### src/rtl/seg_xlate_pkg.sv
package seg_xlate_pkg;

  typedef enum logic [1:0] {
    ACC_READ  = 2'd0,
    ACC_WRITE = 2'd1,
    ACC_FETCH = 2'd2,
    ACC_RSVD  = 2'd3
  } acc_e;

  typedef enum logic [1:0] {
    RT_DATA_RW   = 2'd0,
    RT_EXEC_ONLY = 2'd1,
    RT_DATA_RO   = 2'd2,
    RT_EXEC_RD   = 2'd3
  } rights_e;

  typedef enum logic [2:0] {
    FLT_NONE   = 3'd0,
    FLT_BADSEG = 3'd1,
    FLT_ABSENT = 3'd2,
    FLT_BOUNDS = 3'd3,
    FLT_PROT   = 3'd4
  } cause_e;

  // Access-rights matrix: returns 1 when the access kind is allowed.
  function automatic logic rights_allow(input rights_e rt, input acc_e acc);
    case (acc)
      ACC_READ:  rights_allow = (rt != RT_EXEC_ONLY);
      ACC_WRITE: rights_allow = (rt == RT_DATA_RW);
      ACC_FETCH: rights_allow = (rt == RT_EXEC_ONLY) || (rt == RT_EXEC_RD);
      default:   rights_allow = 1'b0;
    endcase
  endfunction

endpackage

### src/rtl/seg_table.sv
module seg_table #(
  parameter int NUM_SEG = 8,
  parameter int SEG_W   = 3,
  parameter int ADDR_W  = 32
) (
  input  logic              clk,
  input  logic              rst_n,
  input  logic              wr_en,
  input  logic [SEG_W-1:0]  wr_seg,
  input  logic              wr_present,
  input  logic [1:0]        wr_rights,
  input  logic [ADDR_W-1:0] wr_base,
  input  logic [ADDR_W-1:0] wr_limit,
  input  logic [SEG_W-1:0]  rd_seg,
  output logic              rd_oob,
  output logic              rd_present,
  output logic [1:0]        rd_rights,
  output logic [ADDR_W-1:0] rd_base,
  output logic [ADDR_W-1:0] rd_limit
);
  localparam logic [SEG_W:0] SEG_CNT = (SEG_W+1)'(NUM_SEG);

  typedef struct packed {
    logic              present;
    logic [1:0]        rights;
    logic [ADDR_W-1:0] base;
    logic [ADDR_W-1:0] limit;
  } desc_t;

  desc_t ents [NUM_SEG];
  logic  wr_in_range;

  assign wr_in_range = ({1'b0, wr_seg} < SEG_CNT);
  assign rd_oob      = ({1'b0, rd_seg} >= SEG_CNT);

  for (genvar g = 0; g < NUM_SEG; g++) begin : g_ent
    logic hit;
    assign hit = wr_en && wr_in_range && (wr_seg == SEG_W'(g));
    always_ff @(posedge clk or negedge rst_n) begin
      if (!rst_n) begin
        ents[g] <= '0;
      end else if (hit) begin
        ents[g] <= '{present: wr_present, rights: wr_rights,
                     base: wr_base, limit: wr_limit};
      end
    end
  end

  desc_t sel;
  always_comb begin
    sel = '0;
    for (int i = 0; i < NUM_SEG; i++) begin
      if (rd_seg == SEG_W'(i)) sel = ents[i];
    end
  end

  assign rd_present = sel.present;
  assign rd_rights  = sel.rights;
  assign rd_base    = sel.base;
  assign rd_limit   = sel.limit;
endmodule

### src/rtl/seg_check.sv
module seg_check
  import seg_xlate_pkg::*;
#(
  parameter int ADDR_W = 32
) (
  input  logic              oob,
  input  logic              present,
  input  logic [1:0]        rights,
  input  logic [ADDR_W-1:0] base,
  input  logic [ADDR_W-1:0] limit,
  input  logic [ADDR_W-1:0] off,
  input  logic [1:0]        acc,
  output logic              hit_badseg,
  output logic              hit_absent,
  output logic              hit_bounds,
  output logic              hit_prot,
  output logic [2:0]        cause,
  output logic [ADDR_W-1:0] phys
);
  function automatic logic off_legal(input logic [ADDR_W-1:0] o,
                                     input logic [ADDR_W-1:0] len);
    return o < len;
  endfunction

  function automatic logic [ADDR_W-1:0] lin_sum(input logic [ADDR_W-1:0] b,
                                                input logic [ADDR_W-1:0] o);
    return b + o;
  endfunction

  assign hit_badseg = oob;
  assign hit_absent = !present;
  assign hit_bounds = !off_legal(off, limit);
  assign hit_prot   = !rights_allow(rights_e'(rights), acc_e'(acc));

  always_comb begin
    if (hit_badseg)      cause = FLT_BADSEG;
    else if (hit_absent) cause = FLT_ABSENT;
    else if (hit_bounds) cause = FLT_BOUNDS;
    else if (hit_prot)   cause = FLT_PROT;
    else                 cause = FLT_NONE;
  end

  assign phys = (cause == FLT_NONE) ? lin_sum(base, off) : '0;
endmodule

### src/rtl/seg_xlate.sv
module seg_xlate
  import seg_xlate_pkg::*;
#(
  parameter int NUM_SEG = 8,
  parameter int SEG_W   = 4,
  parameter int ADDR_W  = 32
) (
  input  logic              clk,
  input  logic              rst_n,
  input  logic              wr_en,
  input  logic [SEG_W-1:0]  wr_seg,
  input  logic              wr_present,
  input  logic [1:0]        wr_rights,
  input  logic [ADDR_W-1:0] wr_base,
  input  logic [ADDR_W-1:0] wr_limit,
  input  logic              req_valid,
  input  logic [SEG_W-1:0]  req_seg,
  input  logic [ADDR_W-1:0] req_off,
  input  logic [1:0]        req_acc,
  output logic              out_valid,
  output logic              out_fault,
  output logic [2:0]        out_cause,
  output logic [ADDR_W-1:0] out_addr
);
  logic              d_oob, d_present;
  logic [1:0]        d_rights;
  logic [ADDR_W-1:0] d_base, d_limit;
  logic              hit_badseg, hit_absent, hit_bounds, hit_prot;
  logic [2:0]        nxt_cause;
  logic [ADDR_W-1:0] nxt_addr;

  seg_table #(.NUM_SEG(NUM_SEG), .SEG_W(SEG_W), .ADDR_W(ADDR_W)) tbl_i (
    .clk(clk), .rst_n(rst_n),
    .wr_en(wr_en), .wr_seg(wr_seg), .wr_present(wr_present),
    .wr_rights(wr_rights), .wr_base(wr_base), .wr_limit(wr_limit),
    .rd_seg(req_seg), .rd_oob(d_oob), .rd_present(d_present),
    .rd_rights(d_rights), .rd_base(d_base), .rd_limit(d_limit)
  );

  seg_check #(.ADDR_W(ADDR_W)) chk_i (
    .oob(d_oob), .present(d_present), .rights(d_rights),
    .base(d_base), .limit(d_limit), .off(req_off), .acc(req_acc),
    .hit_badseg(hit_badseg), .hit_absent(hit_absent),
    .hit_bounds(hit_bounds), .hit_prot(hit_prot),
    .cause(nxt_cause), .phys(nxt_addr)
  );

  always_ff @(posedge clk or negedge rst_n) begin
    if (!rst_n) begin
      out_valid <= 1'b0;
      out_fault <= 1'b0;
      out_cause <= '0;
      out_addr  <= '0;
    end else begin
      out_valid <= req_valid;
      out_fault <= req_valid && (nxt_cause != FLT_NONE);
      out_cause <= req_valid ? nxt_cause : 3'(FLT_NONE);
      out_addr  <= req_valid ? nxt_addr : '0;
    end
  end
endmodule

### config.mk
export PLATFORM = sky130hd
export DESIGN_NAME = seg_xlate
export DESIGN_NICKNAME = d
export VERILOG_FILES = /design/src/rtl/seg_xlate_pkg.sv /design/src/rtl/seg_table.sv /design/src/rtl/seg_check.sv /design/src/rtl/seg_xlate.sv
export SDC_FILE = /design/constraint.sdc
export NUM_CORES = 1
export LEC_CHECK = 0
export BUFFER_PORTS_ARGS = -buffer_cell sky130_fd_sc_hd__buf_2
export CORE_ASPECT_RATIO = 0.9
export CORE_MARGIN = 10
export CORE_UTILIZATION = 25
export DETAILED_ROUTE_END_ITERATION = 12
export PLACE_DENSITY = 0.4
export SLEW_MARGIN = 20
export SYNTH_ARGS = -nofsm -noshare
export SYNTH_HDL_FRONTEND = slang
export SYNTH_SLANG_ARGS = --single-unit
### constraint.sdc
create_clock -name clk -period 7.55 [get_ports clk]
set_input_delay 0.755 -clock clk [delete_from_list [all_inputs] [get_ports clk]]
set_output_delay 0.755 -clock clk [all_outputs]
set_load 0.02 [all_outputs]
# After elaboration in Yosys (flattened, before gate mapping)
# Cells that the tools add are included.
# word_totals
ff_bits	573
elab_cells	92
inputBits	113
# op_classes
magnitude_cmp	3
n_eq_ne	19
n_mux	16
n_addsub	1
n_reduce_logical	17
# ops
cell	n
67-bit 2-to-1 mux	8
32-bit 2-to-1 mux	2
32-bit adder	1
4-bit by 3-bit equality test with 1-bit output, second input constant	8
32-bit less-than comparator	1
4-bit by 2-bit equality test with 1-bit output, second input constant	4
3-bit 2-to-1 mux	5
1-bit logical AND	10
4-bit by 1-bit equality test with 1-bit output, second input constant	2
4-bit zero test	2
2-bit by 1-bit equality test with 1-bit output, second input constant	2
2-bit equality test, second input constant	2
4-bit greater-or-equal comparator, second input constant	1
2-bit zero test	2
4-bit less-than comparator, second input constant	1
3-bit zero test	1
1-bit case mux with 3 select lines	1
3-bit nonzero test	1
2-bit by 1-bit != test with 1-bit output, second input constant	1
1-bit logical OR	1

# Longest topological paths before layout
# Gate-level depths: netlist (run 1).
# depth
word_depth	19
depth_mapped	20
ltp_nobuf	16

# By module
# From an unflattened synthesis (run 1), not the netlist that was laid out.
# unflattened
cells_unflattened	2226
area_unflattened_um2	28329.7
# by_module_without_submodules
module	cells_each	area_per_inst_um2	n_inst
seg_table	1772	24561.1	1
seg_check	378	2580.0	1
seg_xlate	76	1188.6	1

# Least setup slack after synthesis (run 1)
# Ideal clock, no wire load.
# synth_path
kind	in2reg
from	input req_seg[0]
to	register out_addr[30]
required_ns	7.463
n_path_buf	3
slack_ns	3.139
cell_stages	18
arrival_ns	4.324
path_cell_list	buf_2 > buf_6 > nor4_2 > clkbuf_1 > a22o_1 > a221oi_1 > nand3_1 > ha_1 > inv_1 > fa_1 > nor2b_1 > o31ai_1 > a21oi_2 > o21ai_1 > a211oi_2 > o2111ai_1 > or3_1 > a211oi_2
# synth_between
elab_chain_cells	19
elab_cells_between_ends	32
classes_between	add/sub: 1; order compare: 2; eq/ne: 10; mux: 15; reduce/logical: 4
# synth_lines
element	line_no	rtl
start, declared	seg_xlate.sv:17	input logic [SEG_W-1:0] req_seg,
parallel branches: the longest is 17 deep, another holds 32-bit less-than comparator	--	
32-bit 2-to-1 mux (*)	seg_check.sv:43	assign phys = (cause == FLT_NONE) ? lin_sum(base, off) : '0;
32-bit 2-to-1 mux (*)	seg_xlate.sv:58	out_addr <= req_valid ? nxt_addr : '0;
end signal, assigned	seg_xlate.sv:58	
end, declared	seg_xlate.sv:23	output logic [ADDR_W-1:0] out_addr
# Mark *: on every way between the ends.
# A chain may end at the register's enable or synchronous reset.

# Worst setup path in the final report (run 1)
# layout_path
from	input req_seg[2]
to	register out_addr[7]
# The elaborated chain is that of the path after synthesis.

==> metrics.md, run 1 <==
| Metric | Value |
|---|---|
| Fillcell total | between 10000 and 15000 |
| Gpl congestion | about 0.75 |
| RSZ-0062 raised after global routing | no |
| Post-CTS Setup Inserts | 0 |
| Adder-Cell Fraction of Synth Area | under 10% |
| CTS Sinks | between 500 and 600 |
| Initial DRC count | about 1300 |
| CTS tree | built |
| Die height | roughly 330 um |
| Reg2Reg Depth | 12 |
| Number of I/O pins | 150 |
| Reg2Reg Launch Point | tbl_i.ents[470]$_DFFE_PN0P_ |
| Mapped cell area | ~0.026 mm2 |
| Max-Cap Viols | 0 |
| Largest family of logic cells by synthesized area | multiplexers |
| Critical Path RT | around 8 ns |
| Most numerous cell in the Yosys netlist | dfrtp_1 |
| Critical Path AT | 5.79 ns |
| Initial antenna violation count | 23 |
| Most used flip-flop cell after synthesis | dfrtp_1 |
| Chip width | ~360 um |
| Routed Wire Length | 87700 um |
| Layout cell share with drive strength beyond 1 | between 40 and 50% |
| Routed Antenna Nets | 0 |
| Yosys cell types | 75 |
| Clock tree root driver cell | clkbuf_16 |
| Max-slew violations | 0 |
| DIE AREA | ~0.12 mm2 |
| Initial Util | 25.2% |
| Largest net degree at the start of global routing | roughly 150 |
| Peak VDD IR | roughly 140 uV |
| Mux contribution to synthesized area | 23.5% |
| Hold_buf cts | 0 |
| R2R Setup Slk | between 3 and 4 ns |
| Critical path origin | req_seg[2] |
| Routed vias/inst | 5.01 |
| Fin cells | about 3500 |
| Skew-Pair Late Insertion Delay | 0.62 ns |
| NumNets Final | ~2300 |
| CTS buffer count | 69 |
| TNS Setup | 0 ns |
| Core footprint | 0.104 mm2 |
| Critical setup path kind | in -> reg |
| Top-area cell type share of the netlist area | approximately 55% |
| Post-synth EDFFs | 0 |
| Clock Skew | 0.0318 ns |
| CP max FO | 40 |
| Mean post-synth cell area | 13.4 um2 |
| Setup-failing EPs final | 0 |
| Outcome | finished clean |
| Hold/Removal Path Class | in -> async |
| GR Util All Layers | between 10 and 15% |
| Critical Path Sink Type | flop |
| Vias in the first global route | 18600 |
| DRC | 0 |
| Synth top cells by count | dfrtp_1 (573), mux2_2 (535), a22oi_1 (161), clkbuf_1 (94), nand3_1 (71) |
| Fin. Hold Viols | 0 |
| Ranking of synthesized cells by area | dfrtp_1 (55%), mux2_2 (23%), a22oi_1 (4.6%) |
| Final worst-path cycle share | a little over two thirds |
| YS warnings | 0 |
| Syn nets | around 2100 |
| Register area share after synthesis | ~55% |
| CTS H-tree lvls | 3 |
| Clock Path Buffers | 3 |
| DR WL/cell | about 25 um |
| PortBufs | 149 |
| Fin crit period | 5.30 ns |
| Mapped Cells | 1959 |
| Remaining Overflow, GRT | 0 |
| Slew HR | between 20% and 30% |
| Max Freq | 189 MHz |
| FF-to-FF End | out_addr[7]$_DFF_PN0_ |
| TritonRoute pass-1 iters | 7 |
| Total power | between 0.008 and 0.009 W |
| Asr flop ratio synth | 100% |
| Global-route wire length before repair | approximately 130000 um |
| Post-DP HPWL | ~56000 um |
| Yosys top cell by area | dfrtp_1 |
| Area Overhead vs Synth | 18.1% |
| Placed Cells incl. Taps | 3391 |
| Vias | roughly 18000 |
| Worst-margin pin slew | about 1.0 ns |
| Num rows | between 100 and 150 |
| Yosys reg bits | between 500 and 600 |
| WHS | between 0.1 and 0.15 ns |
| Setup crit start kind | input port |
| Power density of the placed cells | between 200 and 300 mW/mm2 |
| Reg clk slew, reported paths | 0.05 ns |
| Post-cts resize count | 0 |
| Synth Area in XOR/XNOR | less than 1% |
| Leakage | approximately 13 nW |
| Post-synthesis compound-gate area fraction | between 10 and 15% |
| Post-Synth Simple-Gate Area | under 10% |
==> layout make-up <==
class | instances | area (um2) | share of cell area, %
Sequential cell | 573 | 14300 | 46.3
Antenna cell | 4 | 10.0 | 0.0323
Multi-Input combinational cell | 1251 | 11400 | 37.0
Clock buffer | 99 | 2020 | 6.54
Tap cell | 1368 | 1710 | 5.53
Inverter | 18 | 67.6 | 0.218
Clock inverter | 23 | 278 | 0.897
Timing Repair Buffer | 181 | 1080 | 3.50
==> metrics by stage <==
step / worst slack [ns] / util [%] / area [um2]
final: 2.25 / 29.8 / 31000
after floorplan: 3.14 / - / 26200
after global placement: 1.67 / 27.6 / 28600
after global routing: 1.99 / 29.8 / 30900
after CTS: 2.25 / 29.8 / 30900
after detailed placement: 1.58 / 27.6 / 28600
==> flip-flops by register name, indices dropped and copies added, names as in the netlist <==
name	count
out_addr	32
out_fault	1
tbl_i.ents	536
out_cause	3
out_valid	1
==> worst max-delay path, cell delays in order <==
cell	delay, ns
buf_2	0.42
nand2b_1	0.35
nor2_4	0.15
buf_4	0.63
a22oi_1	0.14
nand3_1	0.14
a221oi_1	0.07
ha_1	0.35
o21a_1	0.16
o211a_1	0.25
a221oi_1	0.47
o211ai_1	0.28
a31oi_2	0.29
nand3b_4	0.11
nand4bb_4	0.65
nor2_1	0.49
==> routing by layer <==
layer | track usage, % | vias up | part of all wire, %
li1 | - | 7720 | -
met1 | 19.7 | 9319 | 47
met4 | 4.34 | 28 | 2.8
met3 | 3.40 | 154 | 5.4
met2 | 22.8 | 402 | 45
met5 | 0 | - | 0.22
==> cells in the final DEF (no fill, tap or decap), drive strengths merged, types with 5 or more instances in the layout <==
| master | count |
|---|---|
| dfrtp | 573 |
| mux2 | 535 |
| buf | 181 |
| a22oi | 161 |
| clkbuf | 99 |
| nand3 | 71 |
| ha | 62 |
| a221oi | 58 |
| nor2 | 53 |
| a21oi | 36 |
| a22o | 27 |
| o21ai | 27 |
| nand2 | 26 |
| inv | 19 |
| nor3 | 16 |
| clkinv | 14 |
| a21o | 11 |
| xnor2 | 11 |
| mux2i | 10 |
| o21a | 10 |
| xor2 | 10 |
| nand2b | 10 |
| nor2b | 8 |
| a31oi | 8 |
| nand4 | 7 |
| o211ai | 6 |
| a211oi | 6 |
| and3 | 5 |
| o22ai | 5 |
| bufinv | 5 |
| nor3b | 5 |
==> cells by family (layout without fill, tap and decap cells) <==
| kind of cell | count (synthesis) | in the layout |
|---|---|---|
| DFF | 573 | 573 |
| muxes | 547 | 547 |
| AOI/OAI and AO/OA | 389 | 389 |
| and+or+nand+nor | 231 | 231 |
| buffers and inverters | 135 | 321 |
| adders and majority gates | 63 | 63 |
| xor gates and xnor gates | 21 | 21 |
| other | 0 | 4 |
==> power by group <==
group	switching [W]	total [W]	internal [W]
Combinational	0.000664	0.00141	0.000750
Sequential	0.000336	0.00408	0.00374
Clock	0.00134	0.00338	0.00204
Total	0.00234	0.00887	0.00653
==> worst max-delay path by stage <==
stage	slack, ns	endpoint	depth (start not counted)
after floorplan	3.14	out_addr[30]$_DFF_PN0_	18
after global placement	1.67	out_addr[5]$_DFF_PN0_	16
after detailed placement	1.58	out_addr[7]$_DFF_PN0_	16
after CTS	2.25	out_addr[7]$_DFF_PN0_	16
after global routing	1.99	out_addr[7]$_DFF_PN0_	16
final	2.25	out_addr[7]$_DFF_PN0_	16
Power figures use the tool's default switching activity.
==> run 2, diff against run 1 <==
- PLACE_DENSITY: 0.4 -> 0.42
- clock period: 7.55 -> 4.41 ns (I/O delays scaled with it)
==> run 2 against run 1 <==
Combinational power grew 87%. Wire length grew 0.89%. Power grew 75%. Via count grew 4.0%. Worst hold slack lost 0.049 ns. Clock power grew 75%. First-iteration DRC count shrank 9.3%. Critical path depth grew 2. Worst setup slack lost 1.6 ns. Critical endpoint is now out_addr[30]$_DFF_PN0_.
==> metrics.md, run 2 (synthesized netlist as in run 1, its figures left out) <==
| Metric | Value |
|---|---|
| Vias | between 15000 and 20000 |
| Number of I/O pins | 150 |
| Leakage | ~14 nW |
| Reg2Reg Depth | 19 |
| Crit-path cells | buf_2, nand2b_1, buf_4, nor2_4, buf_12, a22oi_1, nand3_1, ha_1, inv_1, fa_1, nor2b_1, o31ai_1, a21oi_2, o21ai_1, a211oi_2, o2111ai_1, or3_1, a211oi_2 |
| DIE AREA | around 0.12 mm2 |
| Met3 usage in global routing | 3.72% |
| RSZ-0062 raised after global routing | no |
| Pre-CTS WS | -0.0473 ns |
| Hold_buf cts | 1 |
| Post-DP HPWL | between 60000 and 70000 um |
| Post-CTS Setup Inserts | 0 |
| Die height | around 330 um |
| Core footprint | roughly 0.10 mm2 |
| GR Util All Layers | around 15% |
| Max-slew violations | 0 |
| HP Start | req_valid |
| CTS tree | built |
| Reg clk slew, reported paths | around 0.060 ns |
| Worst-margin pin slew | about 1 ns |
| Hold EP | out_valid$_DFF_PN0_ |
| Crit-path slowest cell | fa_1 |
| Fillcell total | between 10000 and 15000 |
| Fin crit period | about 3.8 ns |
| Num rows | approximately 110 |
| Critical Path AT | about 4.3 ns |
| Global-route wire length before repair | approximately 130000 um |
| Placed Cells incl. Taps | 3553 |
| Routed Antenna Nets | 0 |
| Layout cell share with drive strength beyond 1 | between 40% and 50% |
| Critical path buffer and inverter count | 4 |
| Top Usage Layer GRT | met2 |
| Gpl congestion | 0.823 |
| Met2 Use GR | between 20% and 30% |
| CP Depth | 18 |
| R2R Setup Slk | 0.72 ns |
| Clock tree root driver cell | clkbuf_16 |
| TritonRoute pass-1 iters | 5 |
| Hold/Removal Path Class | in -> reg |
| Clock Path Buffers | 3 |
| Setup-failing EPs final | 0 |
| Reg2Reg Launch Point | tbl_i.ents[420]$_DFFE_PN0P_ |
| Routed vias/inst | just under 5 |
| Largest reg by FF count | tbl_i.ents |
| Initial antenna violation count | 27 |
| CP max FO | 30 |
| PortBufs | 149 |
| Commonest non-fill, non-tap cell in the layout | dfrtp_1 |
| Met1 usage | 20.2% |
| Outcome | finished clean |
| Post-route setup slack | around 0.64 ns |
| Critical Path RT | just under 5 ns |
| Max-Cap Viols | 0 |
| Number of flip-flops in the largest register | 536 |
| DR WL/cell | around 24 um |
| Slew HR | between 30 and 40% |
| Biggest regs | tbl_i.ents x536, out_addr x32, out_cause x3 |
| Peak per-stage delay on the critical path | between 0.4 and 0.5 ns |
| TNS Setup | 0 ns |
| Kind of cell adding the most delay to the critical path | compound AO/OA/AOI/OAI gates |
| Placed Area | ~0.030 mm2 |
| Final worst-path cycle share | ~85% |
| Skew-Pair Late Insertion Delay | slightly above 0.6 ns |
| Fin. Hold Viols | 0 |
| Remaining Overflow, GRT | 0 |
| Most frequent cells in the layout | dfrtp_1 (573), mux2_2 (535), buf_4 (167) |
| Area Overhead vs Synth | 24.0% |
| Setup crit start kind | input port |
| Final instance area | 0.0325 mm2 |
| Chip width | 361 um |
| CTS buffer count | slightly above 70 |
| Worst path most repeated cell | a211oi_2 |
| NumNets Final | around 2400 |
| CTS Sinks | between 500 and 600 |
| FF-to-FF End | out_addr[17]$_DFF_PN0_ |
| Clock Skew | ~0.022 ns |
| Largest net degree at the start of global routing | 104 |
| Routed Wire Length | roughly 89000 um |
| DRC | 0 |
| Initial Util | approximately 25% |
| Peak VDD IR | 224 uV |
| Fin cells | between 3000 and 4000 |
| Initial DRC count | 1175 |
| Critical Path Sink Type | flop |
| Vias in the first global route | 19700 |
| CTS H-tree lvls | 3 |
| Max Freq | ~270 MHz |
| Power density of the placed cells | 479 mW/mm2 |
| Min-Delay Path Depth | 1 |
| Critical setup path kind | in -> reg |
| Post-cts resize count | 0 |
run 2: changes by cell type in the layout (fill, tap and decap cells not counted), sizes merged:
cell / before / now
buf: 181 / 343
bufinv: 5 / 4
clkbuf: 99 / 106
clkinv: 14 / 13
clkinvlp: 3 / 1
dlygate4sd3: 0 / 1
inv: 19 / 21
run 2: worst max-delay path by stage:
stage	start	end	slack (ns)
global route	req_seg[0]	out_addr[30]$_DFF_PN0_	0.40
CTS	req_seg[1]	out_addr[17]$_DFF_PN0_	0.63
detailed placement	req_seg[3]	out_addr[4]$_DFF_PN0_	-0.05
floorplan	req_seg[0]	out_addr[30]$_DFF_PN0_	0.31
global placement	req_seg[1]	out_addr[15]$_DFF_PN0_	0.04
finish	req_seg[1]	out_addr[30]$_DFF_PN0_	0.64
run 2: report_power, final:
| part | switching, W | internal (W) | leakage (nW) | total, W |
|---|---|---|---|---|
| clock network | 0.00234 | 0.00358 | 1.17 | 0.00591 |
| logic | 0.00118 | 0.00146 | 6.03 | 0.00264 |
| registers | 0.000586 | 0.00641 | 7.08 | 0.00700 |
run 2: per-stage QoR:
stage / util (%) / total power, W / hold slack, ns
finish: 31.3 / 0.0156 / 0.0690
global route: 31.3 / 0.0164 / 0.0412
CTS: 31.3 / 0.0158 / 0.0253
detailed placement: 29.0 / 0.00974 / 0.489
global placement: 29.0 / 0.00961 / 0.483
floorplan: - / 0.00864 / 0.145
run 2: final cells by class:
class                   instances  area [um2]  share of cell area [%]
diodes                          4        10.0                  0.0308
clock buffers                 106        2130                    6.56
clock inverters                21         230                   0.708
inverters                      18        67.6                   0.208
multi-input cells            1251       11400                    35.2
flip-flops and latches        573       14300                    44.1
well taps                    1368        1710                    5.27
repair buffers                344        2560                    7.88
run 2: metal layers:
layer | part of all wire [%] | up-vias | wire (um)
li1 | - | 8067 | -
met1 | 47 | 9636 | 41600
met2 | 44 | 432 | 39100
met3 | 5.7 | 169 | 5090
met4 | 2.9 | 28 | 2560
met5 | 0.20 | - | 179
